File: src/rtl/pwrseq_pkg.sv
package pwrseq_pkg;

    typedef enum logic [3:0] {
        ST_SLEEP  = 4'd0,
        ST_REG    = 4'd1,
        ST_REF    = 4'd2,
        ST_PLL    = 4'd3,
        ST_MOD    = 4'd4,
        ST_DIG    = 4'd5,
        ST_CHG    = 4'd6,
        ST_ACTIVE = 4'd7,
        ST_FAULT  = 4'd8
    } seq_state_e;

    typedef struct packed {
        logic reg_on;
        logic ref_on;
        logic pll_on;
        logic mod_on;
        logic dig_on;
    } en_vec_t;

    function automatic en_vec_t decode_en(seq_state_e s);
        en_vec_t e;
        e.reg_on = (s inside {ST_REG, ST_REF, ST_PLL, ST_MOD, ST_DIG, ST_CHG, ST_ACTIVE});
        e.ref_on = (s inside {ST_REF, ST_PLL, ST_MOD, ST_DIG, ST_CHG, ST_ACTIVE});
        e.pll_on = (s inside {ST_PLL, ST_MOD, ST_DIG, ST_CHG, ST_ACTIVE});
        e.mod_on = (s inside {ST_MOD, ST_DIG, ST_CHG, ST_ACTIVE});
        e.dig_on = (s inside {ST_DIG, ST_CHG, ST_ACTIVE});
        return e;
    endfunction

    function automatic logic is_powering(seq_state_e s);
        return (s inside {ST_REG, ST_REF, ST_PLL, ST_MOD, ST_DIG, ST_CHG});
    endfunction

    function automatic int unsigned chg_len(int unsigned code, int unsigned base,
                                            int unsigned step);
        return base + code * step;
    endfunction

endpackage

File: src/rtl/pws_timebase.sv
module pws_timebase #(
    parameter int CYC_DIV = 1000
) (
    input  logic clk,
    input  logic rst,
    input  logic clr,
    input  logic base_sel,
    input  logic tick_in,
    output logic tick
);
    logic div_tick;

    generate
        if (CYC_DIV <= 1) begin : g_nodiv
            assign div_tick = 1'b1;
        end else begin : g_div
            localparam int DW = $clog2(CYC_DIV);
            localparam logic [DW-1:0] LAST = DW'(CYC_DIV - 1);
            logic [DW-1:0] cnt_q;

            always_ff @(posedge clk) begin
                if (rst || clr) begin
                    cnt_q <= '0;
                end else if (cnt_q == LAST) begin
                    cnt_q <= '0;
                end else begin
                    cnt_q <= cnt_q + 1'b1;
                end
            end

            assign div_tick = !clr && (cnt_q == LAST);

            p_div_gap_r10: assert property (@(posedge clk) disable iff (rst)
                (div_tick && !clr) |=> !div_tick);
        end
    endgenerate

    assign tick = base_sel ? div_tick : tick_in;

endmodule

File: src/rtl/pws_phase_timer.sv
module pws_phase_timer #(
    parameter int TW = 8
) (
    input  logic          clk,
    input  logic          rst,
    input  logic          load,
    input  logic [TW-1:0] len,
    input  logic          tick,
    output logic          done
);
    logic [TW-1:0] cnt_q;

    always_ff @(posedge clk) begin
        if (rst) begin
            cnt_q <= '0;
        end else if (load) begin
            cnt_q <= len;
        end else if (tick && cnt_q != '0) begin
            cnt_q <= cnt_q - 1'b1;
        end
    end

    // phase ends on the tick that brings the count to zero (length 0 acts as 1)
    assign done = tick && (cnt_q <= TW'(1));

    p_load_len_r2: assert property (@(posedge clk) disable iff (rst)
        load |=> (cnt_q == $past(len)));

endmodule

File: src/rtl/pws_fsm.sv
module pws_fsm
    import pwrseq_pkg::*;
#(
    parameter int TW      = 8,
    parameter int QW      = 2,
    parameter int QC_BASE = 5,
    parameter int QC_STEP = 20
) (
    input  logic          clk,
    input  logic          rst,
    input  logic          wake_req,
    input  logic          sleep_req,
    input  logic          pll_lock,
    input  logic          phase_done,
    input  logic [QW-1:0] qchg_sel,
    input  logic [TW-1:0] len_reg,
    input  logic [TW-1:0] len_ref,
    input  logic [TW-1:0] len_mod,
    input  logic [TW-1:0] len_dig,
    input  logic [TW-1:0] lock_limit,
    output seq_state_e    state,
    output logic          load,
    output logic [TW-1:0] load_len
);
    seq_state_e    state_q, nxt;
    logic [QW-1:0] code_q;
    logic [TW-1:0] chg_ticks;
    logic          start;

    assign chg_ticks = TW'(chg_len(int'(code_q), QC_BASE, QC_STEP));
    assign start     = (state_q == ST_SLEEP) && wake_req && !sleep_req;

    always_comb begin
        nxt      = state_q;
        load     = 1'b0;
        load_len = '0;
        if (state_q != ST_SLEEP && sleep_req) begin
            nxt = ST_SLEEP;
        end else begin
            case (state_q)
                ST_SLEEP: if (start) begin
                    nxt = ST_REG; load = 1'b1; load_len = len_reg;
                end
                ST_REG: if (phase_done) begin
                    nxt = ST_REF; load = 1'b1; load_len = len_ref;
                end
                ST_REF: if (phase_done) begin
                    nxt = ST_PLL; load = 1'b1; load_len = lock_limit;
                end
                ST_PLL: if (pll_lock) begin
                    nxt = ST_MOD; load = 1'b1; load_len = len_mod;
                end else if (phase_done) begin
                    nxt = ST_FAULT;
                end
                ST_MOD: if (phase_done) begin
                    nxt = ST_DIG; load = 1'b1; load_len = len_dig;
                end
                ST_DIG: if (phase_done) begin
                    nxt = ST_CHG; load = 1'b1; load_len = chg_ticks;
                end
                ST_CHG: if (phase_done) begin
                    nxt = ST_ACTIVE;
                end
                ST_ACTIVE: nxt = ST_ACTIVE;
                ST_FAULT:  nxt = ST_FAULT;
                default:   nxt = ST_SLEEP;
            endcase
        end
    end

    always_ff @(posedge clk) begin
        if (rst) begin
            state_q <= ST_SLEEP;
            code_q  <= '0;
        end else begin
            state_q <= nxt;
            if (start) begin
                code_q <= qchg_sel;
            end
        end
    end

    assign state = state_q;

    p_abort_r7: assert property (@(posedge clk) disable iff (rst)
        (sleep_req && state_q != ST_SLEEP) |=> (state_q == ST_SLEEP));

    p_code_hold_r6: assert property (@(posedge clk) disable iff (rst)
        (state_q != ST_SLEEP && $past(state_q) != ST_SLEEP) |-> $stable(code_q));

    p_wake_ignored_r9: assert property (@(posedge clk) disable iff (rst)
        (wake_req && !sleep_req && state_q == ST_ACTIVE) |=> (state_q == ST_ACTIVE));

endmodule

File: src/rtl/pwrup_seq.sv
module pwrup_seq
    import pwrseq_pkg::*;
#(
    parameter int TW      = 8,
    parameter int QW      = 2,
    parameter int QC_BASE = 5,
    parameter int QC_STEP = 20,
    parameter int CYC_DIV = 1000
) (
    input  logic          clk,
    input  logic          rst,
    input  logic          wake_req,
    input  logic          sleep_req,
    input  logic          tick_in,
    input  logic          base_sel,
    input  logic [QW-1:0] qchg_sel,
    input  logic          pll_lock,
    input  logic [TW-1:0] len_reg,
    input  logic [TW-1:0] len_ref,
    input  logic [TW-1:0] len_mod,
    input  logic [TW-1:0] len_dig,
    input  logic [TW-1:0] lock_limit,
    output logic          en_reg,
    output logic          en_ref,
    output logic          en_pll,
    output logic          en_mod,
    output logic          en_dig,
    output logic          data_valid,
    output logic          busy,
    output logic          lock_err
);
    seq_state_e    state;
    logic          tick, load, phase_done;
    logic [TW-1:0] load_len;
    en_vec_t       ens;

    pws_timebase #(.CYC_DIV(CYC_DIV)) u_tb (
        .clk      (clk),
        .rst      (rst),
        .clr      (state == ST_SLEEP),
        .base_sel (base_sel),
        .tick_in  (tick_in),
        .tick     (tick)
    );

    pws_phase_timer #(.TW(TW)) u_tmr (
        .clk  (clk),
        .rst  (rst),
        .load (load),
        .len  (load_len),
        .tick (tick),
        .done (phase_done)
    );

    pws_fsm #(.TW(TW), .QW(QW), .QC_BASE(QC_BASE), .QC_STEP(QC_STEP)) u_fsm (
        .clk        (clk),
        .rst        (rst),
        .wake_req   (wake_req),
        .sleep_req  (sleep_req),
        .pll_lock   (pll_lock),
        .phase_done (phase_done),
        .qchg_sel   (qchg_sel),
        .len_reg    (len_reg),
        .len_ref    (len_ref),
        .len_mod    (len_mod),
        .len_dig    (len_dig),
        .lock_limit (lock_limit),
        .state      (state),
        .load       (load),
        .load_len   (load_len)
    );

    assign ens        = decode_en(state);
    assign en_reg     = ens.reg_on;
    assign en_ref     = ens.ref_on;
    assign en_pll     = ens.pll_on;
    assign en_mod     = ens.mod_on;
    assign en_dig     = ens.dig_on;
    assign data_valid = (state == ST_ACTIVE);
    assign busy       = is_powering(state);
    assign lock_err   = (state == ST_FAULT);

    p_order_ref_r1: assert property (@(posedge clk) disable iff (rst)
        $rose(en_ref) |-> $past(en_reg));
    p_order_pll_r1: assert property (@(posedge clk) disable iff (rst)
        $rose(en_pll) |-> $past(en_ref));
    p_order_mod_r3: assert property (@(posedge clk) disable iff (rst)
        $rose(en_mod) |-> ($past(en_pll) && $past(pll_lock)));
    p_order_dig_r1: assert property (@(posedge clk) disable iff (rst)
        $rose(en_dig) |-> $past(en_mod));
    p_gate_r5: assert property (@(posedge clk) disable iff (rst)
        $rose(data_valid) |-> ($past(en_dig) && $past(phase_done) && !$past(sleep_req)));
    p_fault_entry_r4: assert property (@(posedge clk) disable iff (rst)
        $rose(lock_err) |-> ($past(en_pll) && !$past(pll_lock) && $past(phase_done)));
    p_busy_mute_r8: assert property (@(posedge clk) disable iff (rst)
        busy |-> (!data_valid && !lock_err));

endmodule

File: config.mk
export PLATFORM = sky130hd
export DESIGN_NAME = pwrup_seq
export DESIGN_NICKNAME = d
export VERILOG_FILES = /design/src/rtl/pwrseq_pkg.sv /design/src/rtl/pws_timebase.sv /design/src/rtl/pws_phase_timer.sv /design/src/rtl/pws_fsm.sv /design/src/rtl/pwrup_seq.sv
export SDC_FILE = /design/constraint.sdc
export NUM_CORES = 1
export LEC_CHECK = 0
export ABC_AREA = 0
export BUFFER_PORTS_ARGS = -buffer_cell sky130_fd_sc_hd__buf_2
export CAP_MARGIN = 15
export CORE_ASPECT_RATIO = 0.7
export CORE_MARGIN = 4
export CORE_UTILIZATION = 52
export CTS_BUF_LIST = sky130_fd_sc_hd__clkbuf_8
export DETAILED_ROUTE_END_ITERATION = 7
export PLACE_DENSITY = 0.89
export SETUP_SLACK_MARGIN = 0.1
export SYNTH_ARGS = -nofsm -noshare
export SYNTH_HDL_FRONTEND = slang
export SYNTH_SLANG_ARGS = --single-unit
File: constraint.sdc
create_clock -name clk -period 2.65 [get_ports clk]
set_input_delay 0.265 -clock clk [delete_from_list [all_inputs] [get_ports clk]]
set_output_delay 0.265 -clock clk [all_outputs]
set_load 0.05 [all_outputs]
==> results of run 1 <==
[layer usage]
layer	vias to the layer above	track usage, %	wire [um]
met2	98	29.77	1881
met5	-	0	0
met3	4	6.571	514
met1	780	28.47	2147
li1	873	-	-
met4	0	5.584	42
[worst min path at each step]
stage                                    from  slack (ns)                              to  cells past startpoint
6_report                          qchg_sel[1]        0.24    u_fsm.code_q[1]$_SDFFE_PP0N_                      3
2_1_floorplan                             rst        0.34    u_fsm.code_q[0]$_SDFFE_PP0N_                      1
3_3_place_gp   u_tb.g_div.cnt_q[0]$_SDFF_PP0_        0.43  u_tb.g_div.cnt_q[0]$_SDFF_PP0_                      1
5_1_grt                                   rst        0.26    u_fsm.code_q[0]$_SDFFE_PP0N_                      2
4_1_cts                           qchg_sel[1]        0.23    u_fsm.code_q[1]$_SDFFE_PP0N_                      3
3_5_place_dp   u_tb.g_div.cnt_q[0]$_SDFF_PP0_        0.44  u_tb.g_div.cnt_q[0]$_SDFF_PP0_                      1
[critical path, stage by stage (launching register included)]
cell      delay (ns)
dfxtp_1         0.37
nor4_4          0.41
o211ai_1        0.14
o21ba_1         0.45
a31oi_1         0.16
or2_1           0.39
o22ai_2         0.24
[layout make-up]
type	instances	area [sq um]
clock buffer	4	55.05
fill	268	1091
inverter	10	37.54
multi-input combinational	162	1146
sequential	24	480.5
tap	38	47.55
timing repair buffer	63	332.8
[cells by family (layout without fill, tap and decap cells)]
| logic type | Yosys count | after routing | synth area share [%] |
|---|---|---|---|
| DFF | 24 | 24 | 27.51 |
| and+or+nand+nor | 81 | 81 | 24.79 |
| xor gates and xnor gates | 15 | 15 | 7.522 |
| buffers and inverters | 24 | 77 | 7.020 |
| AOI/OAI and AO/OA | 52 | 52 | 24.28 |
| adders and majority gates | 6 | 6 | 4.298 |
| muxes | 8 | 8 | 4.585 |
[registers in the layout (all words and copies together), names as in the netlist]
signal and cells:
u_fsm.state 4, u_tb.g_div.cnt_q 10, u_tmr.cnt_q 8, u_fsm.code_q 2
[power by group through the flow]
stage | Sequential (W) | Clock [W] | Combinational, W
6_report | 0.000509 | 0.000248 | 0.000907
4_1_cts | 0.000507 | 0.000255 | 0.000895
3_5_place_dp | 0.000513 | 0 | 0.000893
5_1_grt | 0.000516 | 0.000269 | 0.000977
3_3_place_gp | 0.000512 | 0 | 0.000864
2_1_floorplan | 0.000494 | 0 | 0.000739
[through the flow]
step	hold slack (ns)	instance area, sq um	setup slack, ns	power [W]	util [%]
6_report	0.2359	2100	0.4229	0.001665	65.80
5_1_grt	0.2636	2100	0.3076	0.001762	65.80
4_1_cts	0.2290	2100	0.4397	0.001657	65.80
3_5_place_dp	0.4364	2044	0.4753	0.001405	64.08
3_3_place_gp	0.4302	2044	0.5872	0.001376	64.08
2_1_floorplan	0.3374	1749	0.1754	0.001233	-
[synthesized netlist by cell type (7+ instances only)]
| cell | count |
|---|---|
| nor2_1 | 26 |
| dfxtp_1 | 24 |
| nand2_1 | 11 |
| inv_1 | 10 |
| nand3_1 | 9 |
| mux2i_1 | 8 |
| o22ai_2 | 8 |
| xnor2_1 | 8 |
| a22oi_1 | 7 |
| xor2_1 | 7 |
==> results.md, run 1 <==
- Inst Count DP: 297
- Routability cong.: 0.9402
- CP Class: reg -> reg
- Lkg Pwr: 0.8784 nW
- Yosys top cell area share: 27.51%
- Final period util: 84.04%
- Critical Path Source Type: register
- # resized after CTS: 0
- Synth cell types: 49
- Post-synth EDFFs: 0
- Starting Density: 54.75%
- Logic pwr share: 54.5%
- First-pass GRT wire length: 7182 um
- Total wire length: 4585 um
- HPWL Detailed: 3587 um
- Final min period: 2.227 ns
- Reg power frac: 30.6%
- Crit Path Max Fanout: 10
- Core area: 3191 sq um
- Mapped Avg Cell Area: 8.317 sq um
- Area leader, netlist: dfxtp_1
- Vias per inst: 5.831
- CTS buffer count: 3
- Vias post-DR: 1755
- R2R Path End: u_tmr.cnt_q[2]$_SDFFE_PP0P_
- Vias in the first global route: 1519
- Share of cells above drive strength 1: 30.42%
- Worst-margin pin slew: 0.6472 ns
- Asr flop ratio synth: 0%
- Synth warn: 0
- Status: finished, final reports clean
- Final std cells w/o fill: 301
- Most common cell after layout, fill and taps aside: buf_2
- TNS Setup: 0 ns
- Worst-Skew Late Latency: 0.27 ns
- Layout area overhead: 20.20%
- Part of the Yosys area used for sequential elements: 27.51%
- Initial antenna violation count: 0
- Seq cells post-synth: 24
- Initial drt markers: 210
- Peak VDD IR: 532.0 uV
- Detail Route Antenna Nets: 0
- Clk slew on worst S/H paths: 0.08 ns
- Maxcap violations: 0
- Critical Path Start: u_tmr.cnt_q[2]$_SDFFE_PP0P_
- Worst reg2reg path startpoint: u_tmr.cnt_q[2]$_SDFFE_PP0P_
- CP endpoint kind: register
- Number of I/O port buffers: 56
- Worst setup path endpoint: u_tmr.cnt_q[2]$_SDFFE_PP0P_
- Bufs on Longest Clock Path: 2
- Sw power: 0.0007201 W
- Die area: 4365 sq um
- Die W: 77.27 um
- Hold Path Class: in -> reg
- Commonest cells after routing, fill and taps aside: 56 x buf_2, 26 x nor2_1, 24 x dfxtp_1
- TritonRoute pass-1 iters: 6
- Cell row count: 17
- Nets: 319
- Global route overflow: 0
- Internal power: 0.0009446 W
- R2R cell count: 6
- # diodes: 0
- Total I/O pin count: 57
- # H-tree levels: 1
- Post-Route Skew: 0.008824 ns
- Post-CTS setup buffer count: 0
- F_max: 449.0 MHz
- Number of remaining DRC errors: 0
- GRT Util Overall: 20.34%
- CP required: 2.83 ns
- Clock Sinks: 24
- Final hold vios: 0
- RSZ-0062 raised after global routing: false
- Synth top area cells: dfxtp_1 28%, o22ai_2 5.7%, nor2_1 5.6%
- Routed wire per std cell: 15.23 um
- CTS tree: done
- R2r setup slk: 0.42 ns
- Clock power frac: 14.9%
- Cells after synthesis: 210
- Syn Nets: 265
- Die Height: 56.49 um
- Post-Syn Area: 1747 sq um
- Worst Path Arrival: 2.41 ns
- Switching share of power: 43.25%
- Hold_buf cts: 0
- Most used flip-flop cell after synthesis: dfxtp_1
- Largest net degree at the start of global routing: 22
- Slew Viols, Final: 0
- Final setup fails: 0
- Pwr dens: 792.9 nW/um^2
- Max transition margin: 56.52%
- Clock Root Buffer: clkbuf_8
Power figures use the tool's default switching activity.
==> inputs of run 2 (changes only) <==
==> constraint.sdc (replaced) <==
create_clock -name clk -period 2.3 [get_ports clk]
set_input_delay 0.23 -clock clk [delete_from_list [all_inputs] [get_ports clk]]
set_output_delay 0.23 -clock clk [all_outputs]
set_load 0.05 [all_outputs]
==> run 2 against run 1 <==
- global-route usage up 0.73 points
- worst hold slack lost 0.040 ns
- critical path depth stayed put
- first-iteration DRC count shrank 5.2%
- wire length up 2.4%
- largest cell class unchanged
- largest power group unchanged
- highest routed layer unchanged
==> results.md, run 2 (synthesized netlist as in run 1, its figures left out) <==
- Initial drt markers: 199 (-5.2%)
- Total I/O pin count: 57 (unchanged)
- CTS buffer count: 3 (unchanged)
- Hold Path Class: in -> reg
- Worst Path Arrival: 2.22 ns (-0.19 ns)
- Vias post-DR: 1816 (+3.5%)
- Final hold vios: 0 (unchanged)
- Total wire length: 4694 um (+2.4%)
- Final instance area: 2121 sq um (+1.0%)
- Global route overflow: 0 (unchanged)
- Initial antenna violation count: 0 (unchanged)
- Slew Viols, Final: 0 (unchanged)
- Core area: 3191 sq um (unchanged)
- Crit path cell chain: o41a_1 -> and4_4 -> o21ba_1 -> buf_4 -> a222oi_1 -> o22ai_2
- GRT Util Overall: 21.07% (+0.73 points)
- PnR worst setup slack: 0.2183 ns (-0.2047 ns)
- CP Class: reg -> reg
- Hold_buf cts: 0 (unchanged)
- Lkg Pwr: 0.8891 nW (+1.2%)
- TritonRoute pass-1 iters: 5 (-1)
- TNS Setup: 0 ns (unchanged)
- R2R cell count: 6 (unchanged)
- Final hold slack: 0.1963 ns (-0.03961 ns)
- Largest Register: u_tb.g_div.cnt_q
- Die W: 77.27 um (unchanged)
- F_max: 480.4 MHz (+7.0%)
- RSZ-0062 raised after global routing: false
- Vias per inst: 5.993 (+2.8%)
- Vias in the first global route: 1692 (+11%)
- Worst Hold Depth: 3 (unchanged)
- Most common cell after layout, fill and taps aside: buf_2
- CP endpoint kind: register
- Routed wire per std cell: 15.49 um (+1.7%)
- Slowest library cell on the worst path: a222oi_1
- First-pass GRT wire length: 7665 um (+6.7%)
- Share of cells above drive strength 1: 32.45% (+2.0 points)
- Worst-Skew Late Latency: 0.26 ns (about the same)
- # H-tree levels: 1 (unchanged)
- Nets: 322 (+0.94%)
- Critical Path Source Type: register
- Clock Root Buffer: clkbuf_8
- Maxcap violations: 0 (unchanged)
- Fillers: 262 (-2.2%)
- Post-Route Skew: 0.006889 ns (-0.001936 ns)
- Final period util: 90.51% (+6.5 points)
- Detail Route Antenna Nets: 0 (unchanged)
- Commonest cells after routing, fill and taps aside: 56 x buf_2, 26 x nor2_1, 22 x dfxtp_1
- HPWL Detailed: 3671 um (+2.3%)
- CTS tree: done
- Largest net degree at the start of global routing: 17 (-23%)
- Pwr dens: 895.6 nW/um^2 (+13%)
- Die area: 4365 sq um (unchanged)
- Post-CTS setup buffer count: 0 (unchanged)
- # diodes: 0 (unchanged)
- Worst path max stage delay: 0.47 ns (+0.02 ns)
- Starting Density: 54.75% (unchanged)
- Status: finished, final reports clean
- Number of remaining DRC errors: 0 (unchanged)
- Clk slew on worst S/H paths: 0.08 ns (about the same)
- Die Height: 56.49 um (unchanged)
- Crit Path Max Fanout: 13 (+3)
- Final min period: 2.082 ns (-0.1453 ns)
- Worst-margin pin slew: 0.5495 ns (-0.09774 ns)
- Largest register FFs: 10 (unchanged)
- CP required: 2.44 ns (-0.39 ns)
- Peak VDD IR: 476.9 uV (-10%)
- Max transition margin: 63.12% (+6.6 points)
- Dpl ws: 0.1880 ns (-0.2873 ns)
- Routability cong.: 0.8774 (-6.7%)
- Cell row count: 17 (unchanged)
- Final setup fails: 0 (unchanged)
- Clock Sinks: 24 (unchanged)
- Layout area overhead: 21.42%
- Bufs on Longest Clock Path: 2 (unchanged)
- Placed Instance Area: 2074 sq um (+1.5%)
- Number of I/O port buffers: 56 (unchanged)
==> run 2: what timing repair did <==
action	in CTS	in global routing
hold endpoints to repair	0	0
setup endpoints to repair	0	8
resized for setup	0	3
==> run 2: critical path: cells and delay by family, from the launching register on <==
kind	cells	cell delay, ns
AO/OA/AOI/OAI	4	1.18
AND/OR/NAND/NOR	1	0.20
flip-flops	1	0.40
buffers and inverters	1	0.17
==> run 2: cell type report <==
| cell class | instances | area, sq um | share of cell area (%) |
|---|---|---|---|
| multi-input cells | 162 | 1156 | 54.51 |
| flip-flops and latches | 24 | 483.0 | 22.77 |
| well taps | 38 | 47.55 | 2.242 |
| inverters | 10 | 37.54 | 1.770 |
| clock buffers | 3 | 41.29 | 1.947 |
| repair buffers | 66 | 355.3 | 16.76 |
==> run 2: stage by stage <==
step,power (W),util [%],instances
floorplan,0.001424,-,210
global placement,0.001608,65.02,300
detailed placement,0.001630,65.02,300
CTS,0.001889,66.31,303
global route,0.002033,66.47,303
finish,0.001899,66.47,303
==> run 2: power by group <==
part	switching, W	total (W)	internal, W
clock	0.000126	0.000243	0.000117
combinational	0.000588	0.00106	0.000468
sequential	0.000106	0.000601	0.000495
total	0.000820	0.00190	0.00108
==> run 2: path summary, 6_finish.rpt <==
check,start,endpoint,slack [ns]
worst max-delay path,u_fsm.state[1]$_SDFFE_PP0P_,u_tmr.cnt_q[3]$_SDFFE_PP0P_,0.22
worst min-delay path,qchg_sel[1],u_fsm.code_q[1]$_SDFFE_PP0N_,0.20
worst max register to register,u_fsm.state[1]$_SDFFE_PP0P_,u_tmr.cnt_q[3]$_SDFFE_PP0P_,0.22
worst min register to register,u_tb.g_div.cnt_q[0]$_SDFF_PP0_,u_tb.g_div.cnt_q[0]$_SDFF_PP0_,0.45
==> run 2: routing by layer <==
layer  GRT usage [%]  part of all wire (%)  up-vias  wire length, um
met5               0                     0        -                0
met4           5.330                   1.5        0               70
met3           6.250                   9.7       15              455
met2           33.21                    45      101             2093
met1           28.14                    44      816             2075
li1                -                     -      884                -
